File: src/rtl/vpic_pkg.sv
// Shared types for the interrupt controller.
// Assumes: nothing beyond IEEE 1800-2017.
package vpic_pkg;
    typedef enum logic [1:0] {
        ST_RUN   = 2'd0,
        ST_ENTER = 2'd1,
        ST_RET   = 2'd2
    } seq_state_t;
endpackage

File: src/rtl/vpic_flags.sv
// Latched pending flags, one per non-level source.
// Assumes: a served source index is only presented with srv_valid high.
module vpic_flags #(
    parameter int          NUM_SRC    = 8,
    parameter logic [NUM_SRC-1:0] LEVEL_MASK = 8'hC0,
    localparam int         IDX_W      = $clog2(NUM_SRC)
) (
    input  logic               clk,
    input  logic               rst_n,
    input  logic [NUM_SRC-1:0] evt,
    input  logic               clr_wr,
    input  logic [NUM_SRC-1:0] clr_data,
    input  logic               srv_valid,
    input  logic [IDX_W-1:0]   srv_idx,
    output logic [NUM_SRC-1:0] flags_q
);
    logic [NUM_SRC-1:0] drop_v;

    // Combine software clear and hardware service clear.
    always_comb begin
        drop_v = clr_wr ? clr_data : '0;
        if (srv_valid) drop_v[srv_idx] = 1'b1;
    end

    for (genvar i = 0; i < NUM_SRC; i++) begin : g_flag
        if (LEVEL_MASK[i]) begin : g_level
            assign flags_q[i] = 1'b0;
        end else begin : g_latch
            // Sticky flag: an event sets it, a clear drops it, and the set wins.
            always_ff @(posedge clk) begin
                if (!rst_n)         flags_q[i] <= 1'b0;
                else if (evt[i])    flags_q[i] <= 1'b1;
                else if (drop_v[i]) flags_q[i] <= 1'b0;
            end
        end
    end

    assert_sticky_R2: assert property (@(posedge clk) disable iff (!rst_n)
        ((flags_q & ~drop_v) != '0) |=>
        ((flags_q & $past(flags_q & ~drop_v)) == $past(flags_q & ~drop_v)));

    assert_evt_sets_R2: assert property (@(posedge clk) disable iff (!rst_n)
        ((evt & ~LEVEL_MASK) != '0) |=>
        ((flags_q & $past(evt & ~LEVEL_MASK)) == $past(evt & ~LEVEL_MASK)));
endmodule

File: src/rtl/vpic_arbiter.sv
// Fixed-priority picker: the lowest set request index wins.
// Assumes: req is already masked by the per-source enables.
module vpic_arbiter #(
    parameter int  NUM_SRC = 8,
    localparam int IDX_W   = $clog2(NUM_SRC)
) (
    input  logic               clk,
    input  logic               rst_n,
    input  logic [NUM_SRC-1:0] req,
    output logic               valid,
    output logic [IDX_W-1:0]   idx
);
    // Scan from high to low, so the lowest index is written last and wins.
    always_comb begin
        valid = |req;
        idx   = '0;
        for (int i = NUM_SRC - 1; i >= 0; i--) begin
            if (req[i]) idx = IDX_W'(i);
        end
    end

    assert_grant_pending_R1: assert property (@(posedge clk) disable iff (!rst_n)
        valid |-> req[idx]);

    assert_no_lower_R1: assert property (@(posedge clk) disable iff (!rst_n)
        valid |-> ((req & ((NUM_SRC'(1) << idx) - NUM_SRC'(1))) == '0));
endmodule

File: src/rtl/vpic_seq.sv
// Entry and return sequencer. It owns the global enable, the stack pointer,
// the byte push/pop handshake and the vector address.
// Assumes: cli/sei/reti are qualified by retire; the stack is outside the block.
module vpic_seq
    import vpic_pkg::*;
#(
    parameter int               NUM_SRC  = 8,
    parameter int               PC_W     = 22,
    parameter int               SP_W     = 16,
    parameter int               VEC_W    = 16,
    parameter int               WAKE_CYC = 5,
    parameter logic [SP_W-1:0]  SP_INIT  = 16'h21FF,
    parameter logic [VEC_W-1:0] ALT_BASE = 16'h0F00,
    localparam int IDX_W     = $clog2(NUM_SRC),
    localparam int NBYTES    = (PC_W + 7) / 8,
    localparam int PCX_W     = 8 * NBYTES,
    localparam int ENTRY_LEN = NBYTES + 2,
    localparam int RET_LEN   = NBYTES + 2,
    localparam int CNT_W     = $clog2(ENTRY_LEN + WAKE_CYC + 1)
) (
    input  logic             clk,
    input  logic             rst_n,
    input  logic             retire,
    input  logic             cli,
    input  logic             sei,
    input  logic             reti,
    input  logic             asleep,
    input  logic             base_sel,
    input  logic [PC_W-1:0]  pc_in,
    input  logic             arb_valid,
    input  logic [IDX_W-1:0] arb_idx,
    input  logic [7:0]       pop_byte,
    output logic             take,
    output logic             gie_q,
    output logic             push_en,
    output logic [7:0]       push_byte,
    output logic             pop_en,
    output logic [SP_W-1:0]  sp_q,
    output logic             vec_valid,
    output logic [VEC_W-1:0] vec_addr,
    output logic             ret_valid,
    output logic [PC_W-1:0]  ret_addr
);
    seq_state_t       st_q;
    logic [CNT_W-1:0] cnt_q, last_c, pstart, bi;
    logic [IDX_W-1:0] idx_q;
    logic [PCX_W-1:0] pc_q, acc_q, shifted;
    logic             slept_q, base_q;

    // Entry is allowed at an instruction boundary or while sleeping, never on a disable.
    assign take = (st_q == ST_RUN) && gie_q && arb_valid && !(retire && cli)
                  && (retire || asleep);

    // Work out the entry length and the push window.
    always_comb begin
        last_c  = slept_q ? CNT_W'(ENTRY_LEN + WAKE_CYC - 1) : CNT_W'(ENTRY_LEN - 1);
        pstart  = last_c - CNT_W'(NBYTES);
        bi      = cnt_q - pstart;
        shifted = pc_q >> (8 * bi);
    end

    assign push_en   = (st_q == ST_ENTER) && (cnt_q >= pstart) && (cnt_q < last_c);
    assign push_byte = shifted[7:0];
    assign vec_valid = (st_q == ST_ENTER) && (cnt_q == last_c);
    assign vec_addr  = (base_q ? ALT_BASE : '0) + VEC_W'((32'(idx_q) + 1) * 2);
    assign pop_en    = (st_q == ST_RET) && (cnt_q >= CNT_W'(1)) && (cnt_q <= CNT_W'(NBYTES));
    assign ret_valid = (st_q == ST_RET) && (cnt_q == CNT_W'(RET_LEN - 1));
    assign ret_addr  = acc_q[PC_W-1:0];

    // State, counter, global enable, stack pointer and popped address.
    always_ff @(posedge clk) begin
        if (!rst_n) begin
            st_q    <= ST_RUN;
            cnt_q   <= '0;
            gie_q   <= 1'b0;
            sp_q    <= SP_INIT;
            idx_q   <= '0;
            pc_q    <= '0;
            acc_q   <= '0;
            slept_q <= 1'b0;
            base_q  <= 1'b0;
        end else begin
            case (st_q)
                ST_RUN: begin
                    cnt_q <= '0;
                    if (take) begin
                        st_q    <= ST_ENTER;
                        gie_q   <= 1'b0;
                        idx_q   <= arb_idx;
                        pc_q    <= PCX_W'(pc_in);
                        slept_q <= asleep && !retire;
                        base_q  <= base_sel;
                    end else if (retire && reti) begin
                        st_q <= ST_RET;
                    end else if (retire && cli) begin
                        gie_q <= 1'b0;
                    end else if (retire && sei) begin
                        gie_q <= 1'b1;
                    end
                end
                ST_ENTER: begin
                    if (push_en) sp_q <= sp_q - SP_W'(1);
                    if (cnt_q == last_c) st_q <= ST_RUN;
                    else                 cnt_q <= cnt_q + CNT_W'(1);
                end
                ST_RET: begin
                    if (pop_en) begin
                        sp_q  <= sp_q + SP_W'(1);
                        acc_q <= (acc_q << 8) | PCX_W'(pop_byte);
                    end
                    if (ret_valid) begin
                        st_q  <= ST_RUN;
                        gie_q <= 1'b1;
                    end else begin
                        cnt_q <= cnt_q + CNT_W'(1);
                    end
                end
                default: st_q <= ST_RUN;
            endcase
        end
    end

    assert_gie_off_entry_R5: assert property (@(posedge clk) disable iff (!rst_n)
        take |=> (!gie_q && st_q == ST_ENTER));

    assert_cli_blocks_R9: assert property (@(posedge clk) disable iff (!rst_n)
        (st_q == ST_RUN && retire && cli) |=> (st_q != ST_ENTER));

    assert_gie_after_ret_R7: assert property (@(posedge clk) disable iff (!rst_n)
        ret_valid |=> (gie_q && st_q == ST_RUN));

    assert_sei_grace_R8: assert property (@(posedge clk) disable iff (!rst_n)
        (st_q == ST_RUN && !gie_q && retire && sei) |=> (st_q == ST_RUN));
endmodule

File: src/rtl/vpic_ctrl.sv
// Top of the vectored priority interrupt controller: the flags, the request
// masking, the arbiter and the entry/return sequencer.
// Assumes: the core holds off issuing instructions while entry or return runs.
module vpic_ctrl #(
    parameter int                 NUM_SRC    = 8,
    parameter logic [NUM_SRC-1:0] LEVEL_MASK = 8'hC0,
    parameter int                 PC_W       = 22,
    parameter int                 SP_W       = 16,
    parameter int                 VEC_W      = 16,
    parameter int                 WAKE_CYC   = 5,
    parameter logic [SP_W-1:0]    SP_INIT    = 16'h21FF,
    parameter logic [VEC_W-1:0]   ALT_BASE   = 16'h0F00
) (
    input  logic               clk,
    input  logic               rst_n,
    input  logic [NUM_SRC-1:0] src_evt,
    input  logic [NUM_SRC-1:0] src_lvl,
    input  logic [NUM_SRC-1:0] src_en,
    input  logic               flag_clr_wr,
    input  logic [NUM_SRC-1:0] flag_clr_data,
    input  logic               insn_retire,
    input  logic               insn_cli,
    input  logic               insn_sei,
    input  logic               insn_reti,
    input  logic               cpu_asleep,
    input  logic               vec_base_sel,
    input  logic [PC_W-1:0]    ret_addr_in,
    output logic               gie,
    output logic [NUM_SRC-1:0] flags,
    output logic               push_en,
    output logic [7:0]         push_byte,
    output logic               pop_en,
    input  logic [7:0]         pop_byte,
    output logic [SP_W-1:0]    sp,
    output logic               vec_valid,
    output logic [VEC_W-1:0]   vec_addr,
    output logic               ret_valid,
    output logic [PC_W-1:0]    ret_addr
);
    localparam int IDX_W = $clog2(NUM_SRC);

    logic [NUM_SRC-1:0] req;
    logic               arb_valid, take;
    logic [IDX_W-1:0]   arb_idx;

    vpic_flags #(.NUM_SRC(NUM_SRC), .LEVEL_MASK(LEVEL_MASK)) flags_i (
        .clk(clk), .rst_n(rst_n), .evt(src_evt), .clr_wr(flag_clr_wr),
        .clr_data(flag_clr_data), .srv_valid(take), .srv_idx(arb_idx), .flags_q(flags)
    );

    // Pending latched flags plus live level conditions, both gated by the enables.
    assign req = src_en & (flags | (src_lvl & LEVEL_MASK));

    vpic_arbiter #(.NUM_SRC(NUM_SRC)) arb_i (
        .clk(clk), .rst_n(rst_n), .req(req), .valid(arb_valid), .idx(arb_idx)
    );

    vpic_seq #(
        .NUM_SRC(NUM_SRC), .PC_W(PC_W), .SP_W(SP_W), .VEC_W(VEC_W),
        .WAKE_CYC(WAKE_CYC), .SP_INIT(SP_INIT), .ALT_BASE(ALT_BASE)
    ) seq_i (
        .clk(clk), .rst_n(rst_n), .retire(insn_retire), .cli(insn_cli),
        .sei(insn_sei), .reti(insn_reti), .asleep(cpu_asleep), .base_sel(vec_base_sel),
        .pc_in(ret_addr_in), .arb_valid(arb_valid), .arb_idx(arb_idx),
        .pop_byte(pop_byte), .take(take), .gie_q(gie), .push_en(push_en),
        .push_byte(push_byte), .pop_en(pop_en), .sp_q(sp), .vec_valid(vec_valid),
        .vec_addr(vec_addr), .ret_valid(ret_valid), .ret_addr(ret_addr)
    );

    assert_level_no_flag_R4: assert property (@(posedge clk) disable iff (!rst_n)
        1'b1 |=> ((flags & LEVEL_MASK) == '0));
endmodule

File: config.mk
export PLATFORM = sky130hd
export DESIGN_NAME = vpic_ctrl
export DESIGN_NICKNAME = d
export VERILOG_FILES = /design/src/rtl/vpic_pkg.sv /design/src/rtl/vpic_flags.sv /design/src/rtl/vpic_arbiter.sv /design/src/rtl/vpic_seq.sv /design/src/rtl/vpic_ctrl.sv
export SDC_FILE = /design/constraint.sdc
export NUM_CORES = 1
export LEC_CHECK = 0
export BUFFER_PORTS_ARGS = -buffer_cell sky130_fd_sc_hd__buf_2
export CORE_ASPECT_RATIO = 1.2
export CORE_MARGIN = 2
export CORE_UTILIZATION = 25
export CTS_BUF_LIST = sky130_fd_sc_hd__clkbuf_16
export DETAILED_ROUTE_END_ITERATION = 10
export GPL_ROUTABILITY_DRIVEN = 0
export PLACE_DENSITY = 0.49
export SLEW_MARGIN = 30
export SYNTH_ARGS = -nofsm -noshare
export SYNTH_HDL_FRONTEND = slang
export SYNTH_SLANG_ARGS = --single-unit
File: constraint.sdc
create_clock -name clk -period 2.7 [get_ports clk]
set_input_delay 0.135 -clock clk [delete_from_list [all_inputs] [get_ports clk]]
set_output_delay 0.135 -clock clk [all_outputs]
set_load 0.01 [all_outputs]
Word-level counts from Yosys, hierarchy flattened
Cells that the tools add are included.
- bits in registers: 78
- word-level logic and storage cells: 124
- multiplexer cells: 43
- $add $sub $neg: 7
- shifts and indexed selects: 1
- eq/ne operators: 13
- bitwise operators: 4
- reduce and logical (&&, ||, !) cells: 35
- magnitude comparators: 6
- operators by type and width (cell ; count):
    16-bit 2-to-1 mux ; 2
    16-bit one-hot mux with 2 select lines ; 1
    3-bit 2-to-1 mux ; 8
    22-bit by 8-bit bitwise OR with 22-bit output ; 1
    22-bit by 7-bit right shift with 8-bit output ; 1
    1-bit 2-to-1 mux ; 18
    16-bit by 1-bit adder with 16-bit output, second input constant ; 1
    16-bit adder ; 1
    2-bit nonzero test ; 8
    16-bit by 1-bit subtractor with 16-bit output, second input constant ; 1
    1-bit logical AND ; 15
    12-bit 2-to-1 mux ; 1
    4-bit 2-to-1 mux ; 3
    6-bit 2-to-1 mux ; 2
    2-bit inequality test, second input constant ; 6
    4-bit one-hot mux with 3 select lines ; 1
    3-bit AND reduction ; 3
    8-bit bitwise AND ; 1
    2-bit 2-to-1 mux ; 4
    6-bit by 8-bit bitwise OR with 8-bit output ; 1
    8-bit OR reduction ; 1
    3-bit inequality test, second input constant ; 2
    6-bit bitwise OR ; 1
    2-bit one-hot mux with 3 select lines ; 1
    other kinds (23) ; 25

Logic depth before layout (Yosys ltp)
- word-level depth: 18
- gate-level depth with buffers: 10
- depth with buffers taken out: 10

Cells and area by module
Synthesis repeated with hierarchy kept, for this count alone.
- cells, all modules: 579
- area, all modules: 4459.3 um^2
- modules (own cells, without submodules) (module ; cells each ; area an instance (um^2) ; times used):
    vpic_seq ; 520 ; 3993.8 ; 1
    vpic_flags ; 38 ; 331.6 ; 1
    vpic_arbiter ; 13 ; 81.3 ; 1
    vpic_ctrl ; 8 ; 52.6 ; 1

Worst setup path after synthesis
OpenSTA, ideal clock, no wires.
- kind: flip-flop to flip-flop
- start point: register seq_i.st_q[0]
- end point: register seq_i.sp_q[14]
- library setup time: 118 ps
- cell stages (with the launch flop): 11
- data arrival time: 2471 ps
- setup slack: 111 ps
- clock period less this slack: 2589 ps
- path through: dfxtp_1 > inv_1 > ha_1 > inv_1 > ha_1 > a21o_1 > a221oi_1 > o31a_1 > o21ai_1 > xnor2_1 > o21ai_1
- longest elaborated chain between the ends: 5
- elaborated cells between the ends (all ways): 11
- RTL lines (item ; line ; RTL):
    start, declared ; vpic_seq.sv:44 ; seq_state_t st_q;
    start signal, assigned ; vpic_seq.sv:73 ; st_q <= ST_RUN;
    start signal, assigned ; vpic_seq.sv:87 ; st_q <= ST_ENTER;
    start signal, assigned ; vpic_seq.sv:94 ; st_q <= ST_RET;
    2-bit == test or 2-bit by 1-bit == test with 1-bit output (tied branches) ; vpic_seq.sv:66, vpic_seq.sv:83, vpic_seq.sv:62 ;
    1-bit logical AND (on tied branches) (2 in series) ; vpic_seq.sv:66, vpic_seq.sv:62 ;
    2-bit inequality test (no line) ; -- ;
    3-bit AND reduction (no line) ; -- ;
    end signal, assigned ; vpic_seq.sv:102 ; if (push_en) sp_q <= sp_q - SP_W'(1);
    end signal, assigned ; vpic_seq.sv:108 ; sp_q <= sp_q + SP_W'(1);
    end, declared ; vpic_seq.sv:38 ; output logic [SP_W-1:0] sp_q,
Several ways; a longest one is shown, not always the timed one.
A chain may end at the register's enable or synchronous reset.

Worst setup path in the final report
- start point: register seq_i.cnt_q[0]
- end point: output port push_byte[0]
- longest elaborated chain between the ends: 2
- RTL lines (item ; line ; RTL):
    start, declared ; vpic_seq.sv:45 ; logic [CNT_W-1:0] cnt_q, last_c, pstart, bi;
    start signal, assigned ; vpic_seq.sv:104 ; else cnt_q <= cnt_q + CNT_W'(1);
    start signal, assigned ; vpic_seq.sv:115 ; cnt_q <= cnt_q + CNT_W'(1);
    4-bit subtractor ; vpic_seq.sv:58 ; bi = cnt_q - pstart;
    22-bit by 7-bit right shift with 8-bit output ; vpic_seq.sv:59 ; shifted = pc_q >> (8 * bi);
    end, declared ; vpic_ctrl.sv:31 ; output logic [7:0] push_byte,
No other way between the ends.

==> summary.md <==
| Metric | Value |
|---|---|
| Outcome | `finished clean` |
| Syn. warnings | `0` |
| Fin Hold WS | `around 11 ps` |
| DRC viols | `0` |
| Num CTS Buffers | `9` |
| Final total power | `3.897 mW` |
| Worst hold stages | `2` |
| Finished Core Util | `0.3277` |
| Starting DRT DRC Count | `180` |
| Final setup fails | `0` |
| # port buffers | `125` |
| Clock sinks | `78` |
| CP Data Required Time | `2570 ps` |
| Vias/cell | `4.632` |
| ANT cells | `0` |
| Register area share after synthesis | `0.3623` |
| Final-report hold violation count | `0` |
| CP max stage delay | `670 ps` |
| Max-slew violations | `0` |
| Combinational share of power | `0.281` |
| CP max-delay cell | `fa_2` |
| Distinct cell type count after synthesis | `53` |
| Die W | `between 100 and 150 microns` |
| Lkg Pwr | `2.409 nW` |
| Clock skew | `about 6.3 ps` |
| Worst vdd ir | `296.8 uV` |
| Post-synthesis async set-or-reset flop share | `0` |
| DR vias | `4132` |
| Mux cell area share after synthesis | `0.02525` |
| # rows | `52` |
| Cell Int Power | `2.701 mW` |
| Clk_lat worst skew | `340 ps` |
| Root buffer cell | `clkbuf_16` |
| DRT Wirelength | `between 10 and 15 mm` |
| RSZ-0062 raised after global routing | `no` |
| Tcrit/Tclk final | `0.9416` |
| Bufs on Longest Clock Path | `2` |
| Worst Setup End Kind | `output port` |
| Buf/Inv on CP | `3` |
| TNS Setup | `0 ps` |
| Wire per inst | `13.47 microns` |
| Synthesized cell area | `about 4300 sq um` |
| Fillers | `1816` |
| # nets final | `773` |
| First-pass GRT wire length | `19.17 mm` |
| Avg Inst Size Synth | `7.866 sq um` |
| Synth Area in XOR/XNOR | `0.02235` |
| Commonest cells post-synth | `139 x nand2_1, 78 x dfxtp_1, 70 x a21oi_1` |
| Worst-path fanout max | `8` |
| Layout cells sized above 1 | `0.2618` |
| Drt pass-1 iters | `6` |
| CTS tree | `built` |
| Reg area | `1563 sq um` |
| Compound-Gate Fraction of Synth Area | `0.2163` |
| Post-Synth Simple-Gate Area | `0.2177` |
| Post-synth top area share | `0.3623` |
| CP Cell Sequence | `inv_2 > ha_1 > inv_1 > fa_2 > mux2_2 > a22oi_1 > nor2_1 > buf_2` |
| Slew @ Worst Pin | `around 700 ps` |
| Initial core utilization | `0.2558` |
| Crit start category | `flip-flop` |
| Slew headroom | `0.5279` |
| Die Height | `147.8 microns` |
| Sequential share of power | `0.338` |
| Top FF cell, synth | `dfxtp_1` |
| Vias in the first global route | `4026` |
| Largest family of logic cells by synthesized area | `simple AND/OR/NAND/NOR gates` |
| CP arrival | `approximately 2400 ps` |
| Min-delay worst type | `in -> reg` |
| Critical Path Stages | `8` |
| Sw Share | `0.3069` |
| Minimum clock period | `2542 ps` |
| Hold buffer count at cts | `0` |
| Synthesized-area fraction occupied by adder cells | `0.09347` |
| Largest net degree at the start of global routing | `63` |
| Register bit total from synthesis | `between 70 and 80` |
| Routed Antenna Nets | `0` |
| Area leader, netlist | `dfxtp_1` |
| Multi-input gate area | `2536 sq um` |
| PwrDens | `705.7 nW/um^2` |
| GRT Overall Usage | `0.1324` |
| Post-synthesis cell count | `548` |
| Layout area overhead | `28.10%` |
| Sw power | `1.196 mW` |
| Io pins | `146` |
| Core area | `16850 sq um` |
| Max Cap Viol | `0` |
| R2R depth | `10` |
| Dpl hpwl | `8.818 mm` |
| Synth top area cells | `dfxtp_1 36%, nand2_1 12%, ha_1 8.4%, a21oi_1 8.1%, buf_4 2.4%` |
| Gr ovfl total | `0` |
| Number of flops mapped to enable cells by yosys | `0` |
| Clock transition at the registers of the reported paths | `60 ps` |
| H-Tree Level Count | `3` |
| Initial antenna violation count | `0` |
| Count leader, synth | `nand2_1` |
| CP Class | `reg -> out` |
| Crit path max-delay family | `adder cells` |
| Maximum clock frequency | `393.4 MHz` |
| Die area | `18310 sq um` |
| Clock power frac | `0.381` |
## placed cells by master, fill, tap and decap left out, types with 6 or more instances in the layout
| cell | Yosys | final |
|---|---|---|
| nand2_1 | 139 | 139 |
| buf_2 | 9 | 125 |
| dfxtp_1 | 78 | 77 |
| a21oi_1 | 70 | 70 |
| ha_1 | 29 | 29 |
| nor2_1 | 25 | 24 |
| nand3_1 | 15 | 15 |
| buf_4 | 14 | 14 |
| inv_1 | 15 | 13 |
| conb_1 | 1 | 10 |
| o21ai_0 | 9 | 9 |
| a22oi_1 | 10 | 9 |
| clkbuf_16 | 0 | 9 |
| o211ai_1 | 8 | 8 |
| nor3_1 | 7 | 7 |
| xor2_1 | 7 | 7 |
| mux2_2 | 7 | 7 |
| a211oi_1 | 6 | 6 |
| a21o_1 | 6 | 6 |
| o21a_1 | 6 | 6 |
| o21ai_1 | 7 | 6 |
| nor2b_1 | 6 | 6 |
## worst paths after layout
kind / startpoint / to / slack (ps)
worst max-delay path: seq_i.cnt_q[0] / push_byte[0] / 160
worst min-delay path: src_evt[5] / flags_i.flags_q[5] / 10
worst max register to register: seq_i.st_q[0] / seq_i.sp_q[13] / 260
worst min register to register: seq_i.pc_q[2] / seq_i.pc_q[2] / 450
## registers in the layout (all words and copies together) (netlist names), 2 cells and up
name and flops:
seq_i.cnt_q 4, seq_i.sp_q 16, seq_i.acc_q 22, seq_i.pc_q 22, seq_i.st_q 2, flags_i.flags_q 6
seq_i.idx_q 3
## kinds of logic (layout without fill, tap and decap cells)
family	count (synthesis)	count (layout)
adders and majority gates	31	31
DFF	78	78
buffers and inverters	52	171
and+or+nand+nor	216	216
muxes	10	10
other	1	10
AOI/OAI and AO/OA	149	149
xor gates and xnor gates	11	11
## per-layer routing
layer	GRT usage	vias to the layer above	wire, microns
met4	0.05000	0	186
met1	0.1549	1895	5159
met3	0.02508	16	496
li1	-	2133	-
met2	0.2352	88	6169
met5	0	-	0
## power by group through the flow
| stage | Clock, mW | Sequential [mW] | Combinational (mW) |
|---|---|---|---|
| after global routing | 1.57 | 1.34 | 1.25 |
| after CTS | 1.53 | 1.32 | 1.09 |
| after global placement | 0 | 1.34 | 1.06 |
| after floorplan | 0 | 1.36 | 0.760 |
| final | 1.48 | 1.32 | 1.10 |
| after detailed placement | 0 | 1.35 | 1.08 |
## worst reg2reg max path, stage by stage, from the launching register on
cell and delay (ps):
dfxtp_1 380, inv_1 80, ha_1 220, inv_2 140, ha_1 320, a21o_1 240
a31oi_1 240, a21oi_1 190, o21ai_0 250, xor2_1 160, o211ai_1 90
## final cells by class
class                   instances  area share
inverters                      16     0.01088
flip-flops and latches         78      0.2830
clock buffers                   9     0.04079
multi-input cells             427      0.4593
repair buffers                139      0.1323
clock inverters                 7     0.02470
well taps                     216     0.04895
## timing repair
| item | 4_1_cts | 5_1_grt |
|---|---|---|
| buffers inserted | 1 | 2 |
| setup endpoints to repair | 6 | 14 |
| resized for setup | 3 | 6 |
| pin swaps | 1 | 1 |
## per-stage QoR
stage	instance area (sq um)	cells	setup WS [ps]
finish	5522	892	157.7
global route	5522	892	5.619
CTS	5488	890	6.866
detailed placement	5116	873	171.3
global placement	5116	873	205.6
floorplan	4344	557	110.9
Power figures use the tool's default switching activity.
